`config.mk`:
```
export PLATFORM = sky130hd
export DESIGN_NAME = bj_next_pc
export DESIGN_NICKNAME = d
export VERILOG_FILES = /design/src/rtl/bj_pkg.sv /design/src/rtl/bj_decode.sv /design/src/rtl/bj_compare.sv /design/src/rtl/bj_target.sv /design/src/rtl/bj_next_pc.sv
export SDC_FILE = /design/constraint.sdc
export NUM_CORES = 1
export LEC_CHECK = 0
export BUFFER_PORTS_ARGS = -buffer_cell sky130_fd_sc_hd__buf_2
export CAP_MARGIN = 20
export CORE_AREA = 3 3 179 181
export DETAILED_ROUTE_END_ITERATION = 16
export DIE_AREA = 0 0 182 184
export PLACE_DENSITY = 0.6
export SYNTH_ARGS = -nofsm -noshare
export SYNTH_HDL_FRONTEND = slang
export SYNTH_SLANG_ARGS = --single-unit
export TNS_END_PERCENT = 5
```
`constraint.sdc`:
```
create_clock -name vclk -period 5.5
set_input_delay 0.825 -clock vclk [all_inputs]
set_output_delay 0.825 -clock vclk [all_outputs]
set_load 0.01 [all_outputs]
```
`src/rtl/bj_pkg.sv`:
```
package bj_pkg;

   localparam int unsigned OPC_W = 7;
   localparam int unsigned F3_W  = 3;

   localparam logic [OPC_W-1:0] OPC_BRANCH = 7'h63;
   localparam logic [OPC_W-1:0] OPC_JDIR   = 7'h6F;
   localparam logic [OPC_W-1:0] OPC_JREG   = 7'h67;

   typedef enum logic [2:0] {
      CC_NEVER = 3'd0,
      CC_EQ    = 3'd1,
      CC_NE    = 3'd2,
      CC_LTS   = 3'd3,
      CC_GES   = 3'd4,
      CC_LTU   = 3'd5,
      CC_GEU   = 3'd6,
      CC_ALWAYS = 3'd7
   } cond_e;

   typedef struct packed {
      logic  is_branch;
      logic  is_jdir;
      logic  is_jreg;
      logic  bad;
      cond_e cond;
   } ctl_t;

endpackage

```
`src/rtl/bj_decode.sv`:
```
module bj_decode
   import bj_pkg::*;
(
   input  logic [OPC_W-1:0] opcode,
   input  logic [F3_W-1:0]  funct3,
   output ctl_t             ctl
);

   always_comb begin
      ctl = '{is_branch: 1'b0, is_jdir: 1'b0, is_jreg: 1'b0,
              bad: 1'b0, cond: CC_NEVER};
      unique case (opcode)
         OPC_BRANCH: begin
            case (funct3)
               3'd0: begin ctl.is_branch = 1'b1; ctl.cond = CC_EQ;  end
               3'd1: begin ctl.is_branch = 1'b1; ctl.cond = CC_NE;  end
               3'd4: begin ctl.is_branch = 1'b1; ctl.cond = CC_LTS; end
               3'd5: begin ctl.is_branch = 1'b1; ctl.cond = CC_GES; end
               3'd6: begin ctl.is_branch = 1'b1; ctl.cond = CC_LTU; end
               3'd7: begin ctl.is_branch = 1'b1; ctl.cond = CC_GEU; end
               default: ctl.bad = 1'b1;
            endcase
         end
         OPC_JDIR: begin
            ctl.is_jdir = 1'b1;
            ctl.cond    = CC_ALWAYS;
         end
         OPC_JREG: begin
            if (funct3 == '0) begin
               ctl.is_jreg = 1'b1;
               ctl.cond    = CC_ALWAYS;
            end else begin
               ctl.bad = 1'b1;
            end
         end
         default: ;
      endcase
   end

   always_comb begin
      if (opcode != OPC_BRANCH && opcode != OPC_JREG)
         a_r10_bad_only_ctl: assert (!ctl.bad);
      if (ctl.is_jdir || ctl.is_jreg)
         a_r5_jump_always: assert (ctl.cond == CC_ALWAYS);
   end

endmodule

```
`src/rtl/bj_compare.sv`:
```
module bj_compare
   import bj_pkg::*;
#(
   parameter int unsigned XLEN       = 64,
   parameter bit          SHARED_SUB = 1'b1
)(
   input  logic [XLEN-1:0] a,
   input  logic [XLEN-1:0] b,
   input  cond_e           cond,
   output logic            hit
);

   localparam int unsigned MSB = XLEN - 1;

   logic eq, lt_s, lt_u;

   assign eq = (a == b);

   generate
      if (SHARED_SUB) begin : g_sub
         logic [XLEN:0] diff;
         assign diff = {1'b0, a} - {1'b0, b};
         assign lt_u = diff[XLEN];
         assign lt_s = (a[MSB] ^ b[MSB]) ? a[MSB] : diff[MSB];
      end else begin : g_native
         assign lt_u = (a < b);
         assign lt_s = ($signed(a) < $signed(b));
      end
   endgenerate

   always_comb begin
      unique case (cond)
         CC_EQ:     hit = eq;
         CC_NE:     hit = !eq;
         CC_LTS:    hit = lt_s;
         CC_GES:    hit = !lt_s;
         CC_LTU:    hit = lt_u;
         CC_GEU:    hit = !lt_u;
         CC_ALWAYS: hit = 1'b1;
         default:   hit = 1'b0;
      endcase
   end

   always_comb begin
      if (eq) a_r2_eq_not_less: assert (!lt_s && !lt_u);
      if (a[MSB] == b[MSB]) a_r3_same_sign_agree: assert (lt_s == lt_u);
   end

endmodule

```
`src/rtl/bj_target.sv`:
```
module bj_target #(
   parameter int unsigned XLEN         = 64,
   parameter bit          SHARED_ADDER = 1'b1
)(
   input  logic [XLEN-1:0] cur_pc,
   input  logic [XLEN-1:0] base_reg,
   input  logic [XLEN-1:0] offset,
   input  logic            use_reg,
   output logic [XLEN-1:0] target
);

   logic [XLEN-1:0] sum;
   logic [XLEN-1:0] lsb_clear;

   generate
      if (SHARED_ADDER) begin : g_one_adder
         logic [XLEN-1:0] base;
         assign base = use_reg ? base_reg : cur_pc;
         assign sum  = base + offset;
      end else begin : g_two_adders
         logic [XLEN-1:0] sum_pc, sum_reg;
         assign sum_pc  = cur_pc + offset;
         assign sum_reg = base_reg + offset;
         assign sum     = use_reg ? sum_reg : sum_pc;
      end
   endgenerate

   assign lsb_clear = {{(XLEN-1){1'b1}}, ~use_reg};
   assign target    = sum & lsb_clear;

endmodule

```
`src/rtl/bj_next_pc.sv`:
```
module bj_next_pc
   import bj_pkg::*;
#(
   parameter int unsigned XLEN         = 64,
   parameter bit          SHARED_SUB   = 1'b1,
   parameter bit          SHARED_ADDER = 1'b1
)(
   input  logic [XLEN-1:0]  cur_pc,
   input  logic [XLEN-1:0]  seq_pc,
   input  logic [XLEN-1:0]  opnd_a,
   input  logic [XLEN-1:0]  opnd_b,
   input  logic [XLEN-1:0]  offset,
   input  logic [OPC_W-1:0] opcode,
   input  logic [F3_W-1:0]  funct3,
   output logic [XLEN-1:0]  next_pc,
   output logic             taken,
   output logic             link_we,
   output logic [XLEN-1:0]  link_val,
   output logic             illegal
);

   generate
      if (XLEN < 8 || XLEN > 128) begin : g_bad_xlen
         $error("bj_next_pc: XLEN must lie in 8..128");
      end
   endgenerate

   ctl_t            ctl;
   logic            hit;
   logic [XLEN-1:0] target;

   bj_decode u_dec (
      .opcode (opcode),
      .funct3 (funct3),
      .ctl    (ctl)
   );

   bj_compare #(.XLEN(XLEN), .SHARED_SUB(SHARED_SUB)) u_cmp (
      .a    (opnd_a),
      .b    (opnd_b),
      .cond (ctl.cond),
      .hit  (hit)
   );

   bj_target #(.XLEN(XLEN), .SHARED_ADDER(SHARED_ADDER)) u_tgt (
      .cur_pc   (cur_pc),
      .base_reg (opnd_a),
      .offset   (offset),
      .use_reg  (ctl.is_jreg),
      .target   (target)
   );

   // link value comes straight from the sequential PC input, never from the
   // resolved target, so a jump whose rd equals rs1 links the old successor
   assign taken    = hit;
   assign next_pc  = hit ? target : seq_pc;
   assign link_we  = ctl.is_jdir | ctl.is_jreg;
   assign link_val = seq_pc;
   assign illegal  = ctl.bad;

   always_comb begin
      if (illegal) begin
         a_r8_illegal_sequential: assert (next_pc == seq_pc && !taken && !link_we);
      end
      if (!taken) begin
         a_r4_not_taken_seq: assert (next_pc == seq_pc);
      end
      if (link_we) begin
         a_r7_link_old_pc: assert (taken && link_val == seq_pc);
      end
      if (opcode == OPC_JREG && taken) begin
         a_r6_reg_target_even: assert (next_pc[0] == 1'b0);
      end
   end

endmodule

```
==> run metrics, run 1 <==
floorplan core area=slightly above 30,000 um2; Die W=about 180 um; Hold Buf Count CTS=0; Most common cell on crit path=buf_2; DIE HEIGHT=between 150 and 200 um; Yosys cell types=70; Clock power frac=0%; PortBufs=461; Worst Path Buf+Inv=4; max-slew violations=0; Peak VDD IR=0.00005142 V; Vias/cell=5.018; max-capacitance violation count=0; first-pass GRT wire length=around 54,000 um; fin util=41.39%; Total Routed Length=about 37,000 um; switching share of power=50.35%; gr ovfl total=0; share of post-route cells with drive strength above 1=between 50 and 60%; antenna violations before repair=6; DRT iter0 DRCs=a little over 500; sum of negative setup slack=-1.024 ns; number of detailed-route iterations in the first pass=5; CP max-delay cell=fa_2; Synth Area per Inst=between 7 and 8 um2; vias in the first global route=9,878; Hold Path Class=in2out; Syn Std Cell Area=between 7000 and 8000 um2; crit path cell chain=buf_2, ha_4, and4_4, nand3_4, or3_4, o221ai_4, a21oi_2, nor3_4, a2111oi_4, o31ai_4, a211oi_2, fa_2, o31a_1, o21bai_2, and2_4, buf_12, buf_16, mux2_4, buf_2; max_slew headroom=68.42%; post-synth top area cell=ha_1; internal cell power=~600 uW; largest net degree at the start of global routing=29; Post-Syn Nets=approximately 1,600; register area share after synthesis=0%; area delta synth->final=59.51%; CP endpoint kind=output pin; Arr. time, crit path=4.73 ns; Pwr Density=between 90 and 100 nW/um2; NetSw=615.9 uW; Sequential Power Share=0%; worst setup margin=-0.05186 ns; initial core utilization=between 20% and 30%; Critical Path Fanout Max=9; Comb pwr share=between 90% and 100%; Worst Tran Pin Value=roughly 0.47 ns; HPWL after detailed placement=between 30,000 and 40,000 um; pre-CTS setup slack=-0.8274 ns; startpoint types=primary input; final hold vios=0; status=complete, but fails checks; std cell rows=64; global placer's final weighted congestion=0.9221; worst hold slack=1.850 ns; nets=around 2,100; failing checks=negative setup slack; Avg WL per Cell=approximately 19 um; Cells after Synth=approximately 1,100; RSZ-0062 raised after global routing=true; leakage=approximately 0.0066 uW; io pins=between 400 and 500; Yosys warning total=0; CP peak stage delay=roughly 0.38 ns; GRT Util Overall=roughly a fifth; crit path time final=5.552 ns; seq_cells=0; Inst Count DP=2,002; Crit Path Category=in2out; Final setup viols=36; via count=between 10,000 and 15,000; Final period util=100.9%; clkbuf count=0; synth top area cells=ha_1 (20%), mux2_2 (9.5%), a21oi_1 (7.3%), mux2_4 (7.0%), buf_4 (6.1%); Final Non-Filler Cells=between 2,000 and 2,500; share of the synthesized area in the top cell type=about a fifth; Critical Path RT=between 4 and 5 ns; Residual DRC=0; ANT nets after route=0; Max Fclk=between 0.15 and 0.2 GHz; Worst path top cell family by delay=simple AND/OR/NAND/NOR gates; die area=approximately 33,000 um2; Storage cell area=0 um2
[per-layer routing]
metal	share of wire, %	track usage (%)
met3	5.5	2.275
met4	1.0	1.615
met2	50	36.54
met5	0.12	0
met1	43	26.04
[power groups by stage]
| stage | Combinational, uW | Clock (uW) | Sequential (uW) |
|---|---|---|---|
| after detailed placement | 1070 | 0 | 0 |
| after global routing | 1330 | 0.0000486 | 0 |
| after floorplan | 609 | 0 | 0 |
| after CTS | 1140 | 0 | 0 |
| after global placement | 1070 | 0 | 0 |
| final | 1220 | 0.0000486 | 0 |
[final cells by class]
class | count | area, um2
inverters | 91 | 349.1
repair buffers | 637 | 4081
multi-input cells | 890 | 7730
well taps | 396 | 495.5
fillers | 3198 | 17930
diodes | 2 | 5.005
[layout by cell type, fill, tap and decap left out, types with 6 or more instances in the layout]
cell,instances
a211oi_1,9
a21o_1,41
a21oi_1,105
a21oi_2,8
and3_1,7
buf_2,409
buf_4,169
buf_6,50
ha_1,99
ha_4,25
inv_1,81
inv_2,7
mux2_2,62
mux2_4,42
nand2_1,72
nand2b_1,11
nand3_1,41
nand4_1,30
nor2_1,48
nor3_1,8
o21a_1,7
o21ai_0,53
o21ai_1,10
o21bai_1,15
o31ai_1,10
o31ai_2,7
or3_1,6
xnor2_1,35
xor2_1,15
[final timing paths]
kind | start | endpoint | cells past startpoint
hold / removal | seq_pc[8] | link_val[8] | 2
setup / recovery | opnd_a[18] | next_pc[18] | 19
[cells in the mapped netlist, types with 4 or more instances]
cell and instances:
o211ai_1 5, xnor2_1 37, nand2_1 72, and3_1 10, nor2b_1 4, o21a_1 7, and2_1 7, o21ai_0 68
buf_6 5, nand3_1 44, a21boi_0 5, inv_1 91, a21o_1 41, a2111oi_0 4, o31ai_1 18, xor2_1 16
mux2_4 37, o21bai_1 15, a221oi_1 4, nand4_1 30, ha_1 127, or2_2 4, clkbuf_1 41, buf_4 64
mux2_2 67, a211oi_1 12, nand2b_1 12, or3_1 8, nor2_1 52, a21oi_1 115, nor3_1 11, o2111ai_1 4
and4_1 6
[stage by stage]
stage / cell area, um2 / total power, uW
global placement: 11330 / 1069
global route: 12660 / 1333
finish: 12660 / 1223
floorplan: 7943 / 608.6
CTS: 11930 / 1140
detailed placement: 11330 / 1075
[logic make-up (layout without fill, tap and decap cells)]
kind of cell,Yosys count,after routing,share of synthesized area (%)
AOI/OAI and AO/OA,330,330,26.55
xor gates and xnor gates,53,53,5.848
adders and majority gates,129,129,20.52
buffers and inverters,203,728,13.11
muxes,107,107,16.88
other,0,2,0
and+or+nand+nor,271,271,17.09
[what timing repair did]
action	in CTS	in global routing
setup endpoints to repair	65	61
gates cloned	2	1
setup buffers	3	8
pin swaps	16	36
gates resized for setup	95	126
(Power assumes the default switching activity.)
==> run 2, diff against run 1 <==
--- a/config.mk
+++ b/config.mk
@@ -11,6 +11,7 @@
 export DETAILED_ROUTE_END_ITERATION = 16
 export DIE_AREA = 0 0 182 184
 export PLACE_DENSITY = 0.6
+export REMOVE_ABC_BUFFERS = 1
 export SYNTH_ARGS = -nofsm -noshare
 export SYNTH_HDL_FRONTEND = slang
 export SYNTH_SLANG_ARGS = --single-unit
==> run metrics, run 2 (synthesized netlist as in run 1, its figures left out) <==
status=complete, but fails checks; failing checks=negative setup slack; max-capacitance violation count=0; commonest non-fill, non-tap cell in the layout=buf_2; overall power=1251 uW; Critical Path Fanout Max=7; crit path time final=roughly 5.8 ns; met2 usage=37.86%; fin area=about 13,000 um2; commonest non-fill, non-tap cells in the layout=buf_2 (414), buf_4 (229), ha_1 (106); worst setup margin=-0.2840 ns; GRT met1 Usage=approximately a quarter; std cell rows=64; number of detailed-route iterations in the first pass=5; vias in the first global route=between 10,000 and 15,000; Critical Path RT=4.68 ns; internal cell power=633.2 uW; Total Routed Length=38,170 um; antenna violations before repair=3; floorplan core area=~31,000 um2; first-pass GRT wire length=55,400 um; Hold Path Origin=seq_pc[55]; Hold Path Class=in2out; nets=roughly 2,200; Peak VDD IR=roughly 0.000049 V; share of post-route cells with drive strength above 1=~55%; Avg WL per Cell=18.17 um; Arr. time, crit path=between 4 and 5 ns; Pwr Density=between 90 and 100 nW/um2; pre-CTS setup slack=-0.8072 ns; switching share of power=between 40% and 50%; Post-DP Area=between 10,000 and 15,000 um2; GR Util met3=1.899%; area delta synth->final=67.39%; Die W=roughly 180 um; crit path launch=opcode[4]; DRT iter0 DRCs=around 480; Max Fclk=~0.17 GHz; die area=~33,000 um2; Vias/cell=~5.0; Final setup viols=47; largest net degree at the start of global routing=23; Clock power frac=0%; GRT Util Overall=just over 20%; initial core utilization=around 26%; PortBufs=461; Worst Tran Pin Value=~0.64 ns; Sequential Power Share=0%; via count=10,440; Comb pwr share=100.0%; ANT nets after route=0; max-slew violations=0; final hold vios=0; GRT Max-Usage Layer=met2; fin util=a little over two fifths; max_slew headroom=56.93%; Storage cell area=0 um2; Final Non-Filler Cells=2,101; CP endpoint kind=output pin; leakage=between 0.007 and 0.008 uW; Residual DRC=0; Hold Buf Count CTS=0; Final period util=105.2%; io pins=around 460; startpoint types=primary input; gr ovfl total=0; HPWL after detailed placement=approximately 32,000 um; clkbuf count=0; Crit Path Category=in2out; global placer's final weighted congestion=between 0.9 and 1; Inst Count DP=just over 2,000; seq_cells=0; DIE HEIGHT=between 150 and 200 um; RSZ-0062 raised after global routing=true; NetSw=a little over 600 uW
run 2: stage by stage:
| stage | setup TNS [ns] | hold slack [ns] |
|---|---|---|
| global placement | -16.63 | 1.848 |
| CTS | -4.550 | 1.851 |
| finish | -3.870 | 1.850 |
| global route | -13.32 | 1.859 |
| floorplan | -52.57 | 1.650 |
| detailed placement | -21.90 | 1.851 |
run 2: what timing repair did:
action / 4_1_cts / 5_1_grt
resized for setup: 168 / 57
hold endpoints to repair: 0 / 0
pin swaps: 26 / 24
endpoints found under the setup margin: 65 / 65
setup buffers: 24 / 10
gates cloned: 2 / 1
run 2: cell type report:
class                      instances  area [um2]
fill                            3119       17300
inverter                          91       346.6
antenna                            3       7.507
multi-input combinational        890        7644
timing repair buffer             721        4793
tap                              396       495.5
run 2: routing by layer:
| layer | wire length (um) | part of all wire, % |
|---|---|---|
| met5 | 0 | 0 |
| met2 | 19300 | 51 |
| met4 | 698 | 1.8 |
| met3 | 1949 | 5.1 |
| met1 | 16230 | 43 |
run 2: path summary, 6_finish.rpt:
kind	to	slack, ns	depth (start not counted)
min	link_val[55]	1.85	2
max	next_pc[61]	-0.28	21
run 2: power by group through the flow:
stage / Clock [uW] / Sequential [uW] / Combinational [uW]
final: 0.0000731 / 0 / 1250
after global routing: 0.0000731 / 0 / 1360
after CTS: 0 / 0 / 1220
after detailed placement: 0 / 0 / 1120
after global placement: 0 / 0 / 1110
after floorplan: 0 / 0 / 558
run 2: worst max-delay path, cell delays in order:
cell       delay, ns
buf_6           0.09
nor2b_1         0.09
nand4_1         0.19
nor2_2          0.20
nand3_4         0.19
buf_12          0.19
buf_16          0.15
buf_12          0.14
mux2_4          0.31
ha_4            0.25
a21oi_2         0.19
o2111ai_1       0.17
a221oi_2        0.28
a221oi_2        0.09
buf_4           0.16
o311ai_4        0.36
a21boi_4        0.14
buf_4           0.17
a311o_1         0.34
mux2_4          0.28
buf_6           0.12
==> run 3, diff against run 2 <==
--- a/config.mk
+++ b/config.mk
@@ -5,13 +5,13 @@
 export SDC_FILE = /design/constraint.sdc
 export NUM_CORES = 1
 export LEC_CHECK = 0
+export ABC_AREA = 1
 export BUFFER_PORTS_ARGS = -buffer_cell sky130_fd_sc_hd__buf_2
 export CAP_MARGIN = 20
-export CORE_AREA = 3 3 179 181
+export CORE_AREA = 3 3 180 182
 export DETAILED_ROUTE_END_ITERATION = 16
-export DIE_AREA = 0 0 182 184
-export PLACE_DENSITY = 0.6
-export REMOVE_ABC_BUFFERS = 1
+export DIE_AREA = 0 0 183 185
+export PLACE_DENSITY = 0.66
 export SYNTH_ARGS = -nofsm -noshare
 export SYNTH_HDL_FRONTEND = slang
 export SYNTH_SLANG_ARGS = --single-unit
==> run metrics, run 3 <==
DRT iter0 DRCs=roughly 970; Synth Area in Adders=between 15 and 20%; worst setup margin=about 0.34 ns; DIE HEIGHT=185 um; Final setup viols=0; global placer's final weighted congestion=1.097; GRT Util Overall=between 20% and 30%; Arr. time, crit path=around 4.3 ns; Final period util=~94%; CP max-delay cell=xor2_1; main combinational cell family by area after synthesis=simple AND/OR/NAND/NOR gates; crit path time final=~5.2 ns; initial core utilization=31.64%; leakage=approximately 0.0073 uW; Post-Synth Simple-Gate Area=between 40 and 50%; max_slew headroom=between 50% and 60%; pre-CTS setup slack=approximately 0.47 ns; met2 usage=43.38%; io pins=between 400 and 500; Peak VDD IR=approximately 0.000030 V; floorplan core area=roughly 31,000 um2; sum of negative setup slack=0 ns; Storage cell area=0 um2; post-synth top area cell=nand2_1; Yosys cell types=38; Compound-Gate Fraction of Synth Area=roughly an eighth; std cell rows=64; worst hold slack=~1.8 ns; Vias/cell=roughly 5.0; worst hold stages=2; Worst Path Buf+Inv=6; Cells after Synth=around 2,000; clkbuf count=0; CP endpoint kind=output pin; Post CTS Setup Buffer Count=0; ANT nets after route=0; Post-Syn Nets=between 2,000 and 2,500; vias in the first global route=about 13,000; Worst path top cell family by delay=simple AND/OR/NAND/NOR gates; largest net degree at the start of global routing=between 60 and 70; commonest non-fill, non-tap cells in the layout=nand2_1 (765), buf_2 (461), inv_1 (294); GR Util met3=about 3%; Die W=183 um; Synth Area per Inst=~5 um2; status=finished, final reports clean; Most common cell on crit path=nand2_1; multiplexer share of the synthesized area=0%; crit path cell chain=buf_2, inv_1, nand2_1, nor2_1, nand3_4, inv_2, buf_4, nand2_1, nand2_1, ha_1, a21oi_1, inv_1, nor2_1, nand2_1, nand2_1, nand2_1, nand3_1, nand2_1, xor2_1, nand2_1, nand2_1, buf_2; die area=33,860 um2; xor-xnor portion of the synthesized cell area=approximately 3.6%; Residual DRC=0; max-capacitance violation count=0; Hold Buf Count CTS=0; GRT Max-Usage Layer=met2; register area share after synthesis=0%; Pwr Density=between 80 and 90 nW/um2; hold endpoint=link_val[15]; HPWL after detailed placement=41,060 um; GRT met1 Usage=approximately a third; PortBufs=between 400 and 500; Hold Path Class=in2out; commonest non-fill, non-tap cell in the layout=nand2_1; Hold Path Origin=seq_pc[15]; share of post-route cells with drive strength above 1=about a fifth; via count=13,590; RSZ-0062 raised after global routing=false; Worst Tran Pin Value=between 0.6 and 0.7 ns; Avg WL per Cell=between 15 and 20 um; nets=2,779; Critical Path Fanout Max=28; final hold vios=0; cell with the most instances after synthesis=nand2_1; CP peak stage delay=0.41 ns; seq_cells=0; number of detailed-route iterations in the first pass=5; synth top area cells=nand2_1 (30%), ha_1 (16%), inv_1 (11%), nor2_1 (7.7%), a21oi_1 (6.6%); Syn Std Cell Area=around 10000 um2; top cells by count, synth=nand2_1 (766), inv_1 (294), nor2_1 (200), a21oi_1 (128), ha_1 (127); area delta synth->final=23.22%; Crit Path Category=in2out; Yosys warning total=0; PostCTS Resize Cnt=0; max-slew violations=0; Critical Path RT=about 4.7 ns; share of the synthesized area in the top cell type=~30%; gr ovfl total=0; startpoint types=primary input; antenna violations before repair=20; first-pass GRT wire length=66,430 um; Max Fclk=between 0.15 and 0.2 GHz; Total Routed Length=45,380 um
==> run 3: changes by cell type in the layout (fill, tap and decap cells not counted), moves of 29 or more <==
cell     change
nor2_1     +151
xnor2_1     -36
buf_6       -65
mux2_4      -46
a21o_1      -29
nand3_1     +38
nand4_1     +53
nand2_1    +693
buf_4      -218
mux2_2      -58
buf_2       +47
inv_1      +208
==> run 3: worst max-delay path by stage <==
| stage | startpoint | to | slack, ns | cells after the start |
|---|---|---|---|---|
| global route | opcode[3] | next_pc[40] | 0.03 | 22 |
| finish | opcode[3] | next_pc[27] | 0.34 | 22 |
| floorplan | opcode[3] | next_pc[58] | 1.43 | 24 |
| CTS | funct3[2] | next_pc[60] | 0.45 | 23 |
| global placement | opcode[3] | next_pc[56] | 0.45 | 20 |
| detailed placement | funct3[2] | next_pc[60] | 0.47 | 23 |
==> run 3: cell families after synthesis <==
kind of cell / after synthesis
compound gates: 222
xor+xnor: 40
fa+ha+maj: 129
buf+inv: 400
simple gates: 1159
==> run 3: cell type report <==
cell class                      count  area, um2
Fill cell                        3626      18760
Inverter                          295       1107
Multi-Input combinational cell   1550       7948
Tap cell                          396      495.5
Antenna cell                       12      30.03
Timing Repair Buffer              473       2410
==> run 3: power by group <==
group	internal (uW)	leakage (uW)	switching (uW)	total, uW
Clock	0.000292	0.0000000761	0	0.000292
Sequential	0	0	0	0
Combinational	403	0.00732	672	1080
Total	403	0.00732	672	1080
==> run 3: metrics by stage <==
stage               area, um2  util [%]  power, uW  std cells
finish                  11990     38.99       1075       2726
CTS                     11960     38.90       1063       2714
global placement        11960     38.90       1057       2714
global route            11980     38.97       1196       2723
floorplan                9731         -      665.2       1950
detailed placement      11960     38.90       1058       2714
==> run 3: metal layers <==
layer	share of wire [%]	wire length [um]
met5	0.22	102
met4	1.5	665
met3	7.5	3387
met1	44	20070
met2	47	21160
